[src/rtl/csb_pkg.sv]
package csb_pkg;

   typedef enum logic [2:0] {
      PH_IDLE   = 3'd0,
      PH_ADDR   = 3'd1,
      PH_SETUP  = 3'd2,
      PH_STROBE = 3'd3,
      PH_HOLD   = 3'd4,
      PH_PAUSE  = 3'd5
   } phase_e;

   // multiplier code to left-shift amount: 1 -> x1, 2 -> x2, 0 -> x4, 3 -> x8
   function automatic logic [1:0] mult_shift(input logic [1:0] code);
      case (code)
         2'd1:    return 2'd0;
         2'd2:    return 2'd1;
         2'd0:    return 2'd2;
         default: return 2'd3;
      endcase
   endfunction

endpackage

[src/rtl/csb_iordy_sync.sv]
module csb_iordy_sync #(
   parameter int   STAGES    = 2,
   parameter logic RESET_VAL = 1'b1
) (
   input  logic clk,
   input  logic rst_n,
   input  logic d_async,
   output logic q_sync
);

   generate
      if (STAGES == 0) begin : g_bypass
         assign q_sync = d_async;
      end else begin : g_chain
         logic [STAGES-1:0] stage_q;
         always_ff @(posedge clk or negedge rst_n) begin
            if (!rst_n) stage_q <= {STAGES{RESET_VAL}};
            else if (STAGES == 1) stage_q <= d_async;
            else stage_q <= {stage_q[STAGES-2:0], d_async};
         end
         assign q_sync = stage_q[STAGES-1];
      end
   endgenerate

endmodule

[src/rtl/csb_phase_timer.sv]
module csb_phase_timer #(
   parameter int CNT_W = 9
) (
   input  logic             clk,
   input  logic             rst_n,
   input  logic             load,
   input  logic [CNT_W-1:0] load_val,
   output logic             expired
);

   logic [CNT_W-1:0] cnt_q;

   always_ff @(posedge clk or negedge rst_n) begin
      if (!rst_n)              cnt_q <= '0;
      else if (load)           cnt_q <= load_val;
      else if (cnt_q != '0)    cnt_q <= cnt_q - CNT_W'(1);
   end

   assign expired = (cnt_q == '0);

endmodule

[src/rtl/csb_wait_guard.sv]
module csb_wait_guard #(
   parameter int LIMIT = 256
) (
   input  logic clk,
   input  logic rst_n,
   input  logic clear,
   input  logic step,
   output logic limit_hit
);

   localparam int W = (LIMIT > 2) ? $clog2(LIMIT) : 1;

   logic [W-1:0] wcnt_q;

   always_ff @(posedge clk or negedge rst_n) begin
      if (!rst_n)     wcnt_q <= '0;
      else if (clear) wcnt_q <= '0;
      else if (step)  wcnt_q <= wcnt_q + W'(1);
   end

   assign limit_hit = (wcnt_q == W'(LIMIT - 1));

endmodule

[src/rtl/csbus_strobe_gen.sv]
module csbus_strobe_gen
   import csb_pkg::*;
#(
   parameter int ADDR_W      = 16,
   parameter int DATA_W      = 16,
   parameter int FIELD_W     = 6,
   parameter int WAIT_LIMIT  = 256,
   parameter int SYNC_STAGES = 2
) (
   input  logic               clk,
   input  logic               rst_n,
   input  logic               req_valid,
   input  logic               req_write,
   input  logic [ADDR_W-1:0]  req_addr,
   input  logic [DATA_W-1:0]  req_wdata,
   output logic               req_ready,
   input  logic [1:0]         cfg_mult,
   input  logic [FIELD_W-1:0] cfg_adr,
   input  logic [FIELD_W-1:0] cfg_ce,
   input  logic [FIELD_W-1:0] cfg_oe,
   input  logic [FIELD_W-1:0] cfg_we,
   input  logic [FIELD_W-1:0] cfg_rd_hld,
   input  logic [FIELD_W-1:0] cfg_wr_hld,
   input  logic [FIELD_W-1:0] cfg_pause,
   input  logic               cfg_wait_en,
   input  logic               dev_iordy,
   output logic [ADDR_W-1:0]  bus_addr,
   output logic [DATA_W-1:0]  bus_wdata,
   output logic               bus_data_oe,
   input  logic [DATA_W-1:0]  bus_rdata,
   output logic               bus_ce_n,
   output logic               bus_oe_n,
   output logic               bus_we_n,
   output logic               done,
   output logic [DATA_W-1:0]  rdata,
   output logic               wait_err
);

   // largest phase: 2^FIELD_W units times 8 needs FIELD_W+3 bits for count-1
   localparam int CNT_W = FIELD_W + 3;

   generate
      if (FIELD_W < 1 || FIELD_W > 16) begin : g_bad_field
         $error("csbus_strobe_gen: FIELD_W out of range");
      end
      if (WAIT_LIMIT < 2) begin : g_bad_limit
         $error("csbus_strobe_gen: WAIT_LIMIT must be at least 2");
      end
      if (ADDR_W < 1 || DATA_W < 8) begin : g_bad_bus
         $error("csbus_strobe_gen: bus widths too small");
      end
   endgenerate

   phase_e state_q, state_d;

   logic              iordy_s;
   logic              tmr_load, tmr_zero;
   logic [CNT_W-1:0]  tmr_val;
   logic              wait_step, wait_hit, stretch_cut;
   logic              write_q;
   logic [ADDR_W-1:0] addr_q;
   logic [DATA_W-1:0] wdata_q;
   logic [FIELD_W-1:0] fsel;
   logic              ce_window;

   csb_iordy_sync #(
      .STAGES    (SYNC_STAGES),
      .RESET_VAL (1'b1)
   ) u_sync (
      .clk     (clk),
      .rst_n   (rst_n),
      .d_async (dev_iordy),
      .q_sync  (iordy_s)
   );

   csb_phase_timer #(
      .CNT_W (CNT_W)
   ) u_timer (
      .clk      (clk),
      .rst_n    (rst_n),
      .load     (tmr_load),
      .load_val (tmr_val),
      .expired  (tmr_zero)
   );

   csb_wait_guard #(
      .LIMIT (WAIT_LIMIT)
   ) u_guard (
      .clk       (clk),
      .rst_n     (rst_n),
      .clear     (state_q != PH_STROBE),
      .step      (wait_step),
      .limit_hit (wait_hit)
   );

   // phase sequencing
   always_comb begin
      state_d     = state_q;
      wait_step   = 1'b0;
      stretch_cut = 1'b0;
      case (state_q)
         PH_IDLE:  if (req_valid) state_d = PH_ADDR;
         PH_ADDR:  if (tmr_zero)  state_d = PH_SETUP;
         PH_SETUP: if (tmr_zero)  state_d = PH_STROBE;
         PH_STROBE: begin
            if (tmr_zero) begin
               if (cfg_wait_en && !iordy_s) begin
                  if (wait_hit) begin
                     stretch_cut = 1'b1;
                     state_d     = PH_HOLD;
                  end else begin
                     wait_step = 1'b1;
                  end
               end else begin
                  state_d = PH_HOLD;
               end
            end
         end
         PH_HOLD:  if (tmr_zero) state_d = PH_PAUSE;
         PH_PAUSE: if (tmr_zero) state_d = PH_IDLE;
         default:  state_d = PH_IDLE;
      endcase
   end

   // length of the phase being entered, in cycles minus one
   always_comb begin
      case (state_d)
         PH_ADDR:   fsel = cfg_adr;
         PH_SETUP:  fsel = cfg_ce;
         PH_STROBE: fsel = write_q ? cfg_we : cfg_oe;
         PH_HOLD:   fsel = write_q ? cfg_wr_hld : cfg_rd_hld;
         PH_PAUSE:  fsel = cfg_pause;
         default:   fsel = '0;
      endcase
      tmr_val  = ((CNT_W'(fsel) + CNT_W'(1)) << mult_shift(cfg_mult)) - CNT_W'(1);
      tmr_load = (state_d != state_q);
   end

   always_ff @(posedge clk or negedge rst_n) begin
      if (!rst_n) begin
         state_q  <= PH_IDLE;
         addr_q   <= '0;
         wdata_q  <= '0;
         write_q  <= 1'b0;
         rdata    <= '0;
         wait_err <= 1'b0;
         done     <= 1'b0;
      end else begin
         state_q <= state_d;
         done    <= (state_q == PH_PAUSE) && (state_d == PH_IDLE);
         if (state_q == PH_IDLE && req_valid) begin
            addr_q   <= req_addr;
            wdata_q  <= req_wdata;
            write_q  <= req_write;
            wait_err <= 1'b0;
         end
         if (stretch_cut) wait_err <= 1'b1;
         if (state_q == PH_STROBE && state_d == PH_HOLD && !write_q)
            rdata <= bus_rdata;
      end
   end

   assign ce_window   = (state_q == PH_SETUP) || (state_q == PH_STROBE) || (state_q == PH_HOLD);
   assign req_ready   = (state_q == PH_IDLE);
   assign bus_ce_n    = !ce_window;
   assign bus_oe_n    = !((state_q == PH_STROBE) && !write_q);
   assign bus_we_n    = !((state_q == PH_STROBE) && write_q);
   assign bus_data_oe = ce_window && write_q;
   assign bus_addr    = addr_q;
   assign bus_wdata   = wdata_q;

endmodule

[config.mk]
export PLATFORM = sky130hd
export DESIGN_NAME = csbus_strobe_gen
export DESIGN_NICKNAME = d
export VERILOG_FILES = /design/src/rtl/csb_pkg.sv /design/src/rtl/csb_iordy_sync.sv /design/src/rtl/csb_phase_timer.sv /design/src/rtl/csb_wait_guard.sv /design/src/rtl/csbus_strobe_gen.sv
export SDC_FILE = /design/constraint.sdc
export NUM_CORES = 1
export LEC_CHECK = 0
export CAP_MARGIN = 20
export CORE_AREA = 3 3 122 77
export CTS_BUF_LIST = sky130_fd_sc_hd__clkbuf_8
export DETAILED_ROUTE_END_ITERATION = 6
export DIE_AREA = 0 0 125 80
export HOLD_SLACK_MARGIN = 0.08
export PLACE_DENSITY = 0.89
export SYNTH_ARGS = -nofsm -noshare
export SYNTH_HDL_FRONTEND = slang
export SYNTH_SLANG_ARGS = --single-unit
[constraint.sdc]
create_clock -name clk -period 6.35 [get_ports clk]
set_clock_uncertainty 0.2 [all_clocks]
set_input_delay 1.905 -clock clk [delete_from_list [all_inputs] [get_ports clk]]
set_output_delay 1.905 -clock clk [all_outputs]
set_load 0.01 [all_outputs]
==> out/summary.json <==
{
  "setup_path": {
    "worst_setup_path_start_kind": "input pin",
    "critical_path.startpoint": "cfg_wait_en",
    "critical_path.endpoint_type": "flip-flop",
    "worst-endpoint-arrival_ps": 5770,
    "crit_required_ps": 6380,
    "timing_worst_setup_path_type": "in -> reg",
    "rr_startpoint": "u_timer.cnt_q[2]",
    "crit_fanout": 10
  },
  "grt": {
    "via_count_of_the_first_global_routing_pass": 3584,
    "gr-total-overflow": 0,
    "grt_antenna_before_repair": 0,
    "grt_max_degree": 48,
    "wire_length_of_the_first_global_routing_pass_um": 18350,
    "track_usage_pct": 23.04
  },
  "place": {
    "io_buffers": 152,
    "dpl.hpwl_um": 8835,
    "place_inst": 613,
    "gpl.final_weighted_congestion": 0.9428
  },
  "timing": {
    "sum_neg_setup_slack_ps": 0,
    "maxSlewHeadroom_pct": 47.47,
    "worst_pin_slew_ps": 788.0,
    "finalMaxSlewViolations": 0,
    "finalHoldViolCount": 0,
    "fin_crit_ps": 5742,
    "final_min_period_over_clock_period_pct": 90.42,
    "setup_repair_after_global_routing_missed_its_margin": "false",
    "max_fclk_mhz": 174.2,
    "finalSetupViolCount": 0
  },
  "clock_tree": {
    "clock_path_buffers": 2,
    "clkTransAtPathRegs_ps": 70,
    "cts_tree": "done",
    "clock_tree.htree_level_count": 3,
    "cts-root-buf": "sky130_fd_sc_hd__clkbuf_8",
    "num_cts_buffers": 9,
    "clock-sinks": 73,
    "postCtsSetupBuffers": 0,
    "postCtsHoldBufs": 0,
    "worst_skew_pair.late_latency_ps": 340,
    "post_cts.resized_instances": 0
  },
  "drt": {
    "drt_iter0_markers": 262,
    "avgViaCountPerCell": 5.743,
    "detailedRoute.firstPassIterationCount": 5,
    "detail_route.drc_violations": 0,
    "detail_route.wl_per_cell_um": 17.86,
    "drt-total-wl_um": 11250,
    "via_count_of_the_routed_design": 3618,
    "drtAntennaViolNets": 0
  },
  "synthesis": {
    "synth.ff_latch_count": 73,
    "avg_inst_size_synth_sq_um": 11.19,
    "synth_nets": 466,
    "synthFlopType": "sky130_fd_sc_hd__dfrtp_1",
    "asyncSetResetFlopFracSynth_pct": 100.0,
    "syn_inst": 363,
    "synth-edff-count": 0,
    "yosys-top-cells-area": "sky130_fd_sc_hd__dfrtp_1 44%, sky130_fd_sc_hd__mux2_2 15%, sky130_fd_sc_hd__mux2i_1 3.0%, sky130_fd_sc_hd__nor2_1 2.9%, sky130_fd_sc_hd__a211oi_2 1.5%",
    "yosys_warnings": 0,
    "number_of_different_library_cells_in_the_post_synthesis_netlist": 67,
    "synth_top_area_share_pct": 43.73,
    "syn_area_sq_mm": 0.004063,
    "ys_seq_area_share_pct": 45.03,
    "yosysTopAreaCell": "sky130_fd_sc_hd__dfrtp_1"
  },
  "cells_and_area": {
    "layout.nets": 616,
    "layout_cell_share_with_drive_strength_beyond_1_pct": 20.08,
    "final_core_util_pct": 70.59,
    "stdcell_count": 630,
    "nFillCells": 601,
    "area_growth_pct": 45.83,
    "final-seq-area_sq_mm": 0.001829,
    "multi_input_area_sq_mm": 0.002143,
    "antenna_cells_inserted": 0
  },
  "status": {
    "run_status": "completed"
  },
  "floorplan": {
    "floorplan.die.height_um": 80,
    "pin_count": 153,
    "die_w_um": 125,
    "start_util_pct": 48.40,
    "coreArea_sq_mm": 0.008393,
    "fp.dieArea_sq_mm": 0.01000,
    "core.rowCount": 26
  },
  "power_and_ir_drop": {
    "power-per-cell-area_mw_per_mm2": 380.6,
    "finalPower_mw": 2.255,
    "leakagePower_nw": 2.414,
    "worst_ir_drop_vdd_mv": 0.2014
  },
  "worst_hold_path": {
    "hold_path.startpoint": "u_sync.g_chain.stage_q[0]",
    "path_type_of_the_worst_min_delay_path": "reg -> reg"
  },
  "run": {
    "timing.max_cap.violations": 0
  }
}
==> worst paths after layout <==
path	depth (start not counted)	slack, ps	to
min in group asynchronous	1	1310	state_q[0]
min reg2reg	0	160	u_sync.g_chain.stage_q[1]
max in group asynchronous	3	3710	u_timer.cnt_q[3]
max	14	610	u_timer.cnt_q[8]
max reg2reg	13	1400	u_timer.cnt_q[8]
min	0	160	u_sync.g_chain.stage_q[1]
==> routing by layer <==
layer	vias up	track usage (%)	wire length, um
met4	0	3.788	43
met3	7	6.885	1016
met2	174	35.48	5124
met1	1762	32.74	5065
met5	-	0	0
li1	1675	-	-
==> final cells by class <==
type	count	share of cell area [%]
multi-input cells	267	36.18
repair buffers	156	26.31
inverters	6	0.3801
clock buffers	11	2.555
flip-flops and latches	73	30.88
clock inverters	5	1.331
well taps	112	2.365
==> sequential cells by signal, summed over array words and instances (netlist names) <==
| name | flops |
|---|---|
| u_sync.g_chain.stage_q | 2 |
| u_timer.cnt_q | 9 |
| wait_err | 1 |
| done | 1 |
| bus_addr | 16 |
| u_guard.wcnt_q | 8 |
| bus_wdata | 16 |
| rdata | 16 |
| state_q | 3 |
| write_q | 1 |
==> per-stage QoR <==
| step | hold slack [ps] | area, sq um | setup WS [ps] |
|---|---|---|---|
| after floorplan | 145.2 | 4063 | 1213 |
| after global placement | 146.9 | 5674 | 527.5 |
| after detailed placement | 152.9 | 5674 | 259.9 |
| after CTS | 164.7 | 5904 | 643.4 |
| after global routing | 168.1 | 5924 | 217.0 |
| final | 161.4 | 5924 | 608.3 |
==> critical path, cell delays in order <==
cell                              delay [ps]
sky130_fd_sc_hd__clkdlybuf4s50_1         390
sky130_fd_sc_hd__nand2b_1                110
sky130_fd_sc_hd__a41o_1                  350
sky130_fd_sc_hd__a22oi_2                 140
sky130_fd_sc_hd__a222oi_1                650
sky130_fd_sc_hd__nand2_1                 250
sky130_fd_sc_hd__ha_1                    370
sky130_fd_sc_hd__nor3_2                  290
sky130_fd_sc_hd__o31ai_1                 100
sky130_fd_sc_hd__a221oi_1                360
sky130_fd_sc_hd__nand2_1                 210
sky130_fd_sc_hd__nor3_2                  200
sky130_fd_sc_hd__nand3_1                 130
sky130_fd_sc_hd__mux2_4                  310
==> power by group <==
part / total, mW / internal, mW / switching, mW
Clock: 0.405 / 0.241 / 0.164
Combinational: 1.10 / 0.577 / 0.525
Sequential: 0.748 / 0.617 / 0.130
Total: 2.26 / 1.44 / 0.819
==> layout by cell type, fill, tap and decap left out, types with 3 or more instances in the layout <==
cell type | synthesis | layout
sky130_fd_sc_hd__a211oi_2 | 5 | 5
sky130_fd_sc_hd__a21oi_1 | 5 | 5
sky130_fd_sc_hd__a221o_1 | 6 | 6
sky130_fd_sc_hd__a221oi_1 | 5 | 5
sky130_fd_sc_hd__a31oi_1 | 6 | 6
sky130_fd_sc_hd__and3_1 | 3 | 3
sky130_fd_sc_hd__buf_4 | 1 | 3
sky130_fd_sc_hd__clkbuf_8 | 0 | 11
sky130_fd_sc_hd__clkdlybuf4s50_1 | 0 | 151
sky130_fd_sc_hd__dfrtp_1 | 71 | 71
sky130_fd_sc_hd__ha_1 | 5 | 5
sky130_fd_sc_hd__inv_1 | 6 | 7
sky130_fd_sc_hd__mux2_2 | 53 | 53
sky130_fd_sc_hd__mux2i_1 | 12 | 12
sky130_fd_sc_hd__nand2_1 | 13 | 13
sky130_fd_sc_hd__nand2b_1 | 4 | 4
sky130_fd_sc_hd__nand3_1 | 11 | 11
sky130_fd_sc_hd__nand4_1 | 5 | 5
sky130_fd_sc_hd__nor2_1 | 31 | 31
sky130_fd_sc_hd__nor2b_1 | 4 | 4
sky130_fd_sc_hd__nor3_1 | 7 | 7
sky130_fd_sc_hd__nor3_2 | 4 | 4
sky130_fd_sc_hd__nor3b_1 | 3 | 3
sky130_fd_sc_hd__o2111ai_1 | 3 | 3
sky130_fd_sc_hd__o21a_1 | 4 | 4
sky130_fd_sc_hd__o21ai_0 | 10 | 10
sky130_fd_sc_hd__o21ai_1 | 3 | 3
sky130_fd_sc_hd__or2_2 | 6 | 6
sky130_fd_sc_hd__xnor2_1 | 5 | 5
sky130_fd_sc_hd__xor2_1 | 5 | 5
==> synthesized netlist by cell type (6+ instances only) <==
cell type	instances
sky130_fd_sc_hd__dfrtp_1	71
sky130_fd_sc_hd__a221o_1	6
sky130_fd_sc_hd__nand2_1	13
sky130_fd_sc_hd__o21ai_0	10
sky130_fd_sc_hd__mux2_2	53
sky130_fd_sc_hd__clkbuf_1	14
sky130_fd_sc_hd__nor2_1	31
sky130_fd_sc_hd__mux2i_1	12
sky130_fd_sc_hd__inv_1	6
sky130_fd_sc_hd__or2_2	6
sky130_fd_sc_hd__nor3_1	7
sky130_fd_sc_hd__a31oi_1	6
sky130_fd_sc_hd__nand3_1	11
==> logic make-up (layout without fill, tap and decap cells) <==
family,after synthesis,count (layout),share of synthesized area (%)
AND/OR/NAND/NOR,109,109,15.43
AO/OA/AOI/OAI,77,77,15.61
flip-flops,73,73,45.03
multiplexers,66,66,18.02
buffers and inverters,23,178,2.218
XOR/XNOR,10,10,2.156
adder cells (fa/ha/maj),5,5,1.540
No activity file was read; power rests on OpenSTA's default activity.
